### config.mk
export PLATFORM = sky130hd
export DESIGN_NAME = addmov_unit
export DESIGN_NICKNAME = d
export VERILOG_FILES = /design/src/rtl/addmov_pkg.sv /design/src/rtl/addmov_mover.sv /design/src/rtl/addmov_adder.sv /design/src/rtl/addmov_flags.sv /design/src/rtl/addmov_unit.sv
export SDC_FILE = /design/constraint.sdc
export NUM_CORES = 1
export LEC_CHECK = 0
export ABC_AREA = 0
export CORE_MARGIN = 1.5
export CORE_UTILIZATION = 46
export DETAILED_ROUTE_END_ITERATION = 6
export GPL_TIMING_DRIVEN = 0
export PLACE_DENSITY = 0.82
export RECOVER_POWER = 50
export SETUP_SLACK_MARGIN = 0.02
export SLEW_MARGIN = 20
export SYNTH_ARGS = -nofsm -noshare
export SYNTH_HDL_FRONTEND = slang
export SYNTH_HIERARCHICAL = 1
export SYNTH_SLANG_ARGS = --single-unit
### constraint.sdc
create_clock -name vclk -period 6.4
set_input_delay 1.28 -clock vclk [all_inputs]
set_output_delay 1.28 -clock vclk [all_outputs]
set_load 0.02 [all_outputs]
### src/rtl/addmov_pkg.sv
package addmov_pkg;
  typedef enum logic [1:0] {
    OP_MOVE = 2'b00,
    OP_MOVN = 2'b01,
    OP_ADD  = 2'b10,
    OP_ADDC = 2'b11
  } addmov_op_e;

  typedef struct packed {
    logic n;
    logic z;
    logic c;
    logic v;
  } nzcv_t;
endpackage

### src/rtl/addmov_mover.sv
module addmov_mover #(
  parameter int WIDTH = 32
) (
  input  logic [WIDTH-1:0] src,
  input  logic             invert,
  output logic [WIDTH-1:0] dst
);
  always_comb begin
    dst = invert ? ~src : src;
  end
endmodule

### src/rtl/addmov_adder.sv
module addmov_adder #(
  parameter int WIDTH = 32
) (
  input  logic [WIDTH-1:0] a,
  input  logic [WIDTH-1:0] b,
  input  logic             cin,
  output logic [WIDTH-1:0] sum,
  output logic             cout,
  output logic             ovf
);
  logic [WIDTH-1:0] ovf_vec;

  always_comb begin
    sum = a + b + {{(WIDTH-1){1'b0}}, cin};
    // Wrap detection by comparison: a carried-in sum wraps when it does not exceed a.
    if (cin) cout = (sum <= a);
    else     cout = (sum < a);
    ovf_vec = ~(a ^ b) & (a ^ sum);
    ovf     = ovf_vec[WIDTH-1];
  end
endmodule

### src/rtl/addmov_flags.sv
module addmov_flags
  import addmov_pkg::*;
#(
  parameter int WIDTH = 32
) (
  input  logic [WIDTH-1:0] res,
  input  logic             arith,
  input  logic             shf_cy,
  input  logic             add_c,
  input  logic             add_v,
  input  nzcv_t            cur,
  input  logic             set_flags,
  input  logic             dst_pc,
  output nzcv_t            nxt,
  output logic             restore
);
  nzcv_t computed;

  always_comb begin
    computed.n = res[WIDTH-1];
    computed.z = (res == '0);
    computed.c = arith ? add_c : shf_cy;
    computed.v = arith ? add_v : cur.v;

    restore = set_flags & dst_pc;
    if (set_flags && !dst_pc) nxt = computed;
    else                      nxt = cur;
  end
endmodule

### src/rtl/addmov_unit.sv
module addmov_unit
  import addmov_pkg::*;
#(
  parameter int WIDTH = 32
) (
  input  logic [WIDTH-1:0] op_a,
  input  logic [WIDTH-1:0] shf_val,
  input  logic             shf_cy,
  input  logic [3:0]       flags_in,
  input  logic [1:0]       op_sel,
  input  logic             set_flags,
  input  logic             dst_pc,
  output logic [WIDTH-1:0] result,
  output logic [3:0]       flags_out,
  output logic             restore_req
);
  addmov_op_e       op;
  nzcv_t            cur_f;
  nzcv_t            nxt_f;
  logic [WIDTH-1:0] mov_res;
  logic [WIDTH-1:0] sum;
  logic             add_c;
  logic             add_v;
  logic             arith;
  logic             cin;

  always_comb begin
    op    = addmov_op_e'(op_sel);
    cur_f = nzcv_t'(flags_in);
    arith = op_sel[1];
    cin   = (op == OP_ADDC) ? cur_f.c : 1'b0;
  end

  addmov_mover #(.WIDTH(WIDTH)) u_mover (
    .src    (shf_val),
    .invert (op == OP_MOVN),
    .dst    (mov_res)
  );

  addmov_adder #(.WIDTH(WIDTH)) u_adder (
    .a    (op_a),
    .b    (shf_val),
    .cin  (cin),
    .sum  (sum),
    .cout (add_c),
    .ovf  (add_v)
  );

  always_comb begin
    result = arith ? sum : mov_res;
  end

  addmov_flags #(.WIDTH(WIDTH)) u_flags (
    .res       (result),
    .arith     (arith),
    .shf_cy    (shf_cy),
    .add_c     (add_c),
    .add_v     (add_v),
    .cur       (cur_f),
    .set_flags (set_flags),
    .dst_pc    (dst_pc),
    .nxt       (nxt_f),
    .restore   (restore_req)
  );

  assign flags_out = nxt_f;
endmodule

==> metrics.txt, run 1 <==
post-place setup slack=-1.44 ns; number of diodes=0; Setup Viol. Count Final=1; Final ANT Viol Nets=0; unrepaired setup endpoints after global routing=true; Fillers=634; post-synth top area share=0.212; Seq Cell Count=0; Yosys warnings=6; gr ovfl total=0; most used cell, CP=a21o_1; HP Class=input pin to primary output; GRT Overall Usage=0.244; clk_buf instances=0; synth cell count leaders=62 x ha_1, 44 x inv_1, 42 x xor2_1; fin crit period=6.45 ns; Placed Area=0.00489 mm²; Slew @ Worst Pin=0.446 ns; Die Width=92.2 µm; Avg Cell Area, Syn=8.18 µm²; Area Overhead vs Synth=40.3%; total of max-cap violations=0; vias in the first global route=3,846; Max Fclk=0.155 GHz; Non-Filler Instances=674; startpoint types=input pin; required time worst endpoint=5.12 ns; worst path cell trace=clkdlybuf4s50_1 -> ha_4 -> a21o_1 -> a31o_2 -> o211ai_1 -> a311oi_2 -> nor3_2 -> buf_4 -> xnor2_1 -> ha_1 -> a21o_1 -> a21o_1 -> a21oi_2 -> o21ai_1 -> a221oi_2 -> o211ai_1 -> nand2_1 -> mux2i_1 -> o21ai_1 -> buf_4; via count=3,808; I/O pin count=110; I/O Buffers=110; Crit path largest cell delay=0.53 ns; Synth area leader=ha_1; pwr dens=133 mW/mm²; crit-path max FO=5; Crit. End Element=primary output; WS Path Type=input pin to primary output; first-pass GRT wire length=17.3 mm; Seq/Total Area, Yosys=0; routed wire length=11.0 mm; final worst path period share=1.01; fin. max-slew vios=0; peak supply drop=0.0000719 V; Critical Path AT=5.17 ns; final worst slack=-0.0544 ns; Design Power=0.682 mW; failing checks=setup timing; per-cell routed wire length=16.3 µm; Worst Hold Launch=flags_in[1]; largest net degree at the start of global routing=11; Mapped Area=0.00366 mm²; Final Hold Viols=0; layout cells sized above 1=0.194; Placed Cells=659; slowest CP cell=clkdlybuf4s50_1; Pleak=2.44 nW; Pre-antenna DRT Iters=4; hold slack final=2.91 ns; largest cells by area after synthesis=ha_1 21%, mux2_4 11%, xor2_1 10%; Synthesized Nets=584; Reg area=0 µm²; Vias per Instance=5.65; CP Launch Point=op_a[4]; dpl hpwl=9.04 mm; nets=711; status=finished with violations; antenna violations before repair=0; core area=0.00773 mm²; drt drc=0; Slew headroom=0.703; overall die area=0.00850 mm²; count of different cell masters after synthesis=63; Row Count=32; Initial Util=0.473; Die H=92.2 µm; Design Area, Final=0.00513 mm²; Cells after Synth=447; routability cong.=0.907; Detailed Route Iter0 Violations=124; count leader, synth=ha_1; hold_buf cts=0
## placed cells by master, fill, tap and decap left out, types with 4 or more instances in the layout
cell / count
xnor2_1: 17
o21bai_1: 10
o21ai_0: 14
o21a_1: 8
nand2_1: 20
buf_4: 18
nand4_1: 13
buf_2: 4
ha_1: 59
nor4_2: 5
mux2_2: 6
nor2b_1: 10
xor2_1: 42
buf_12: 5
a21oi_1: 33
a21o_1: 22
clkdlybuf4s50_1: 87
dlygate4sd3_1: 14
a21oi_2: 4
mux2_4: 28
o21ai_1: 6
inv_1: 42
clkbuf_2: 5
nand3_1: 7
nor2_1: 17
## final timing paths
path	slack [ns]	endpoint	cells past startpoint
max	-0.05	flags_out[1]	20
min	2.91	flags_out[1]	4
## repair_timing
action / 4_1_cts / 5_1_grt
cloned: 0 / 0
setup buffers: 12 / 5
gates resized for setup: 41 / 23
pin swaps: 25 / 21
endpoints found under the setup margin: 13 / 2
## through the flow
step	utilization	setup TNS [ns]
6_report	0.664	-0.0544
3_3_place_gp	0.632	-3.41
5_1_grt	0.664	-0.259
4_1_cts	0.655	-0.151
2_1_floorplan	-	0
3_5_place_dp	0.632	-3.75
## where the power goes
group          internal, mW  switching, mW  leakage, nW
sequential                0              0            0
combinational         0.335          0.347         2.44
clock                     0              0            0
## cell type report
| cell class | instances | area, µm² | area share |
|---|---|---|---|
| plain buffers | 11 | 135 | 0.0263 |
| inverters | 44 | 165 | 0.0322 |
| multi-input cells | 390 | 3490 | 0.681 |
| well taps | 102 | 128 | 0.0249 |
| repair buffers | 127 | 1210 | 0.236 |
## worst max-delay path, delay by kind of cell
family	cells	cell delay [ns]
compound gates	11	2.00
buf+inv	3	0.84
fa+ha+maj	2	0.52
simple gates	2	0.32
xor+xnor	1	0.13
mux	1	0.07
## metal layers
metal / track usage / vias up / routed length (µm)
li1: - / 1894 / -
met1: 0.295 / 1778 / 4800
met2: 0.456 / 115 / 5470
met3: 0.0257 / 21 / 533
met4: 0.0551 / 0 / 174
met5: 0 / - / 0
## cells by family (layout without fill, tap and decap cells)
kind of cell             after synthesis  after routing  share of synthesized area
adder cells (fa/ha/maj)               64             64                      0.223
multiplexers                          36             36                      0.139
AO/OA/AOI/OAI                        129            129                      0.247
buffers and inverters                 57            182                     0.0893
AND/OR/NAND/NOR                      100            100                      0.156
XOR/XNOR                              61             61                      0.146
No activity file was read; power rests on OpenSTA's default activity.
==> inputs of run 2 (changes only) <==
Settings changed: ABC_CLOCK_PERIOD_IN_PS set to 6400.
==> results of run 2 <==
The final DEF is identical to that of run 1; final timing and power are the same.
==> inputs of run 3 (changes only) <==
Settings changed: ABC_CLOCK_PERIOD_IN_PS 6400 to 5700, CORE_ASPECT_RATIO set to 0.6.
Clock period 6.4 ns to 5.7 ns, I/O delays scaled along.
==> metrics.txt, run 3 (synthesis results as in run 1) <==
status=finished with violations; failing checks=setup timing; routed wire length=11.8 mm; Vias per Instance=5.78; Final Hold Viols=0; Crit. End Element=primary output; number of diodes=0; Row Count=24; hold slack final=2.62 ns; post-place setup slack=-1.87 ns; commonest non-fill, non-tap cell in the layout=clkdlybuf4s50_1; Final ANT Viol Nets=0; Max Fclk=0.156 GHz; first-pass GRT wire length=18.2 mm; GRT Overall Usage=0.259; Die H=72.1 µm; pwr dens=151 mW/mm²; Fillers=578; DR WL met2=5.05 mm; peak supply drop=0.0000821 V; Area Overhead vs Synth=41.7%; antenna violations before repair=0; Metal-1 WL=5.68 mm; Seq Cell Count=0; fin. max-slew vios=0; final worst slack=-0.716 ns; Reg area=0 µm²; startpoint types=input pin; core area=0.00748 mm²; overall die area=0.00851 mm²; Slew @ Worst Pin=0.406 ns; layout cells sized above 1=0.198; Die Width=118 µm; hold_buf cts=0; commonest cells after routing, fill and taps aside=83 x clkdlybuf4s50_1, 58 x ha_1, 43 x inv_1; critical path's top delay family=compound AO/OA/AOI/OAI gates; Pre-antenna DRT Iters=5; drt drc=0; Detailed Route Iter0 Violations=322; unrepaired setup endpoints after global routing=true; Slew headroom=0.727; Initial Util=0.489; required time worst endpoint=4.56 ns; Setup Viol. Count Final=2; metal3 WL=880 µm; routability cong.=0.949; Design Power=0.782 mW; crit-path max FO=5; HP Class=input pin to primary output; nets=710; dpl hpwl=9.55 mm; clk_buf instances=0; vias in the first global route=3,794; I/O Buffers=110; WS Path Type=input pin to primary output; Critical Path AT=5.28 ns; WP buf/inv=3; final worst path period share=1.13; I/O pin count=110; Pleak=2.45 nW; via count=3,904; slowest CP cell=or3b_4; fin crit period=6.42 ns; Crit path largest cell delay=0.47 ns; largest net degree at the start of global routing=11; total of max-cap violations=0; per-cell routed wire length=17.4 µm; Max Used Layer=met4; worst path cell trace=buf_8 -> and3_4 -> fa_2 -> inv_2 -> fa_2 -> and2b_1 -> o21a_1 -> a31o_4 -> a31oi_4 -> o31ai_4 -> xor2_2 -> ha_1 -> nand4_1 -> or3b_4 -> nor2_4 -> o21a_1 -> o21ai_1 -> o211ai_1 -> nand2_1 -> mux2i_1 -> o21ai_2 -> buf_6; gr ovfl total=0
run 3: changes by cell type in the layout (fill, tap and decap cells not counted), moves of 2 or more:
cell / previous run / this run
clkdlybuf4s50_1: 87 / 83
buf_6: 1 / 3
dlygate4sd3_1: 14 / 16
clkbuf_2: 5 / 3
buf_4: 18 / 16
dlygate4sd2_1: 0 / 4
run 3: area by class of cell:
class              count  area [µm²]  area share
multi-input cells    390        3540       0.683
repair buffers       126        1210       0.234
inverters             44         165      0.0319
plain buffers         11         135      0.0261
well taps            104         130      0.0251
run 3: final timing paths:
check / start / endpoint / slack [ns] / depth (start not counted)
max: op_sel[1] / flags_out[1] / -0.72 / 22
min: flags_in[1] / flags_out[1] / 2.62 / 4
run 3: worst min-delay path, cell delays in order:
cell and delay [ns]:
clkbuf_2 0.10, nand2_1 0.06, o21ai_2 0.06, buf_6 0.11
run 3: power by group:
| group | switching [mW] | internal (mW) | total, mW | leakage, nW |
|---|---|---|---|---|
| Sequential | 0 | 0 | 0 | 0 |
| Combinational | 0.408 | 0.374 | 0.782 | 2.45 |
| Clock | 0 | 0 | 0 | 0 |
| Total | 0.408 | 0.374 | 0.782 | 2.45 |
run 3: metrics by stage:
stage / setup TNS [ns] / instances / util / instance area, µm²
after global placement: -9.65 / 661 / 0.659 / 4920
after detailed placement: -10.61 / 661 / 0.659 / 4920
after global routing: -1.12 / 675 / 0.693 / 5180
final: -0.894 / 675 / 0.693 / 5180
after floorplan: -0.184 / 447 / - / 3690
after CTS: -1.15 / 671 / 0.680 / 5080
run 3: repair_timing:
item / in CTS / in global routing
buffers inserted: 10 / 6
setup endpoints to repair: 25 / 9
pin swaps: 17 / 24
resized for setup: 40 / 29
gates cloned: 0 / 0
run 3: routing by layer:
metal | GRT usage | up-vias
li1 | - | 1890
met1 | 0.370 | 1818
met2 | 0.422 | 171
met3 | 0.0362 | 25
met4 | 0.0474 | 0
met5 | 0 | -
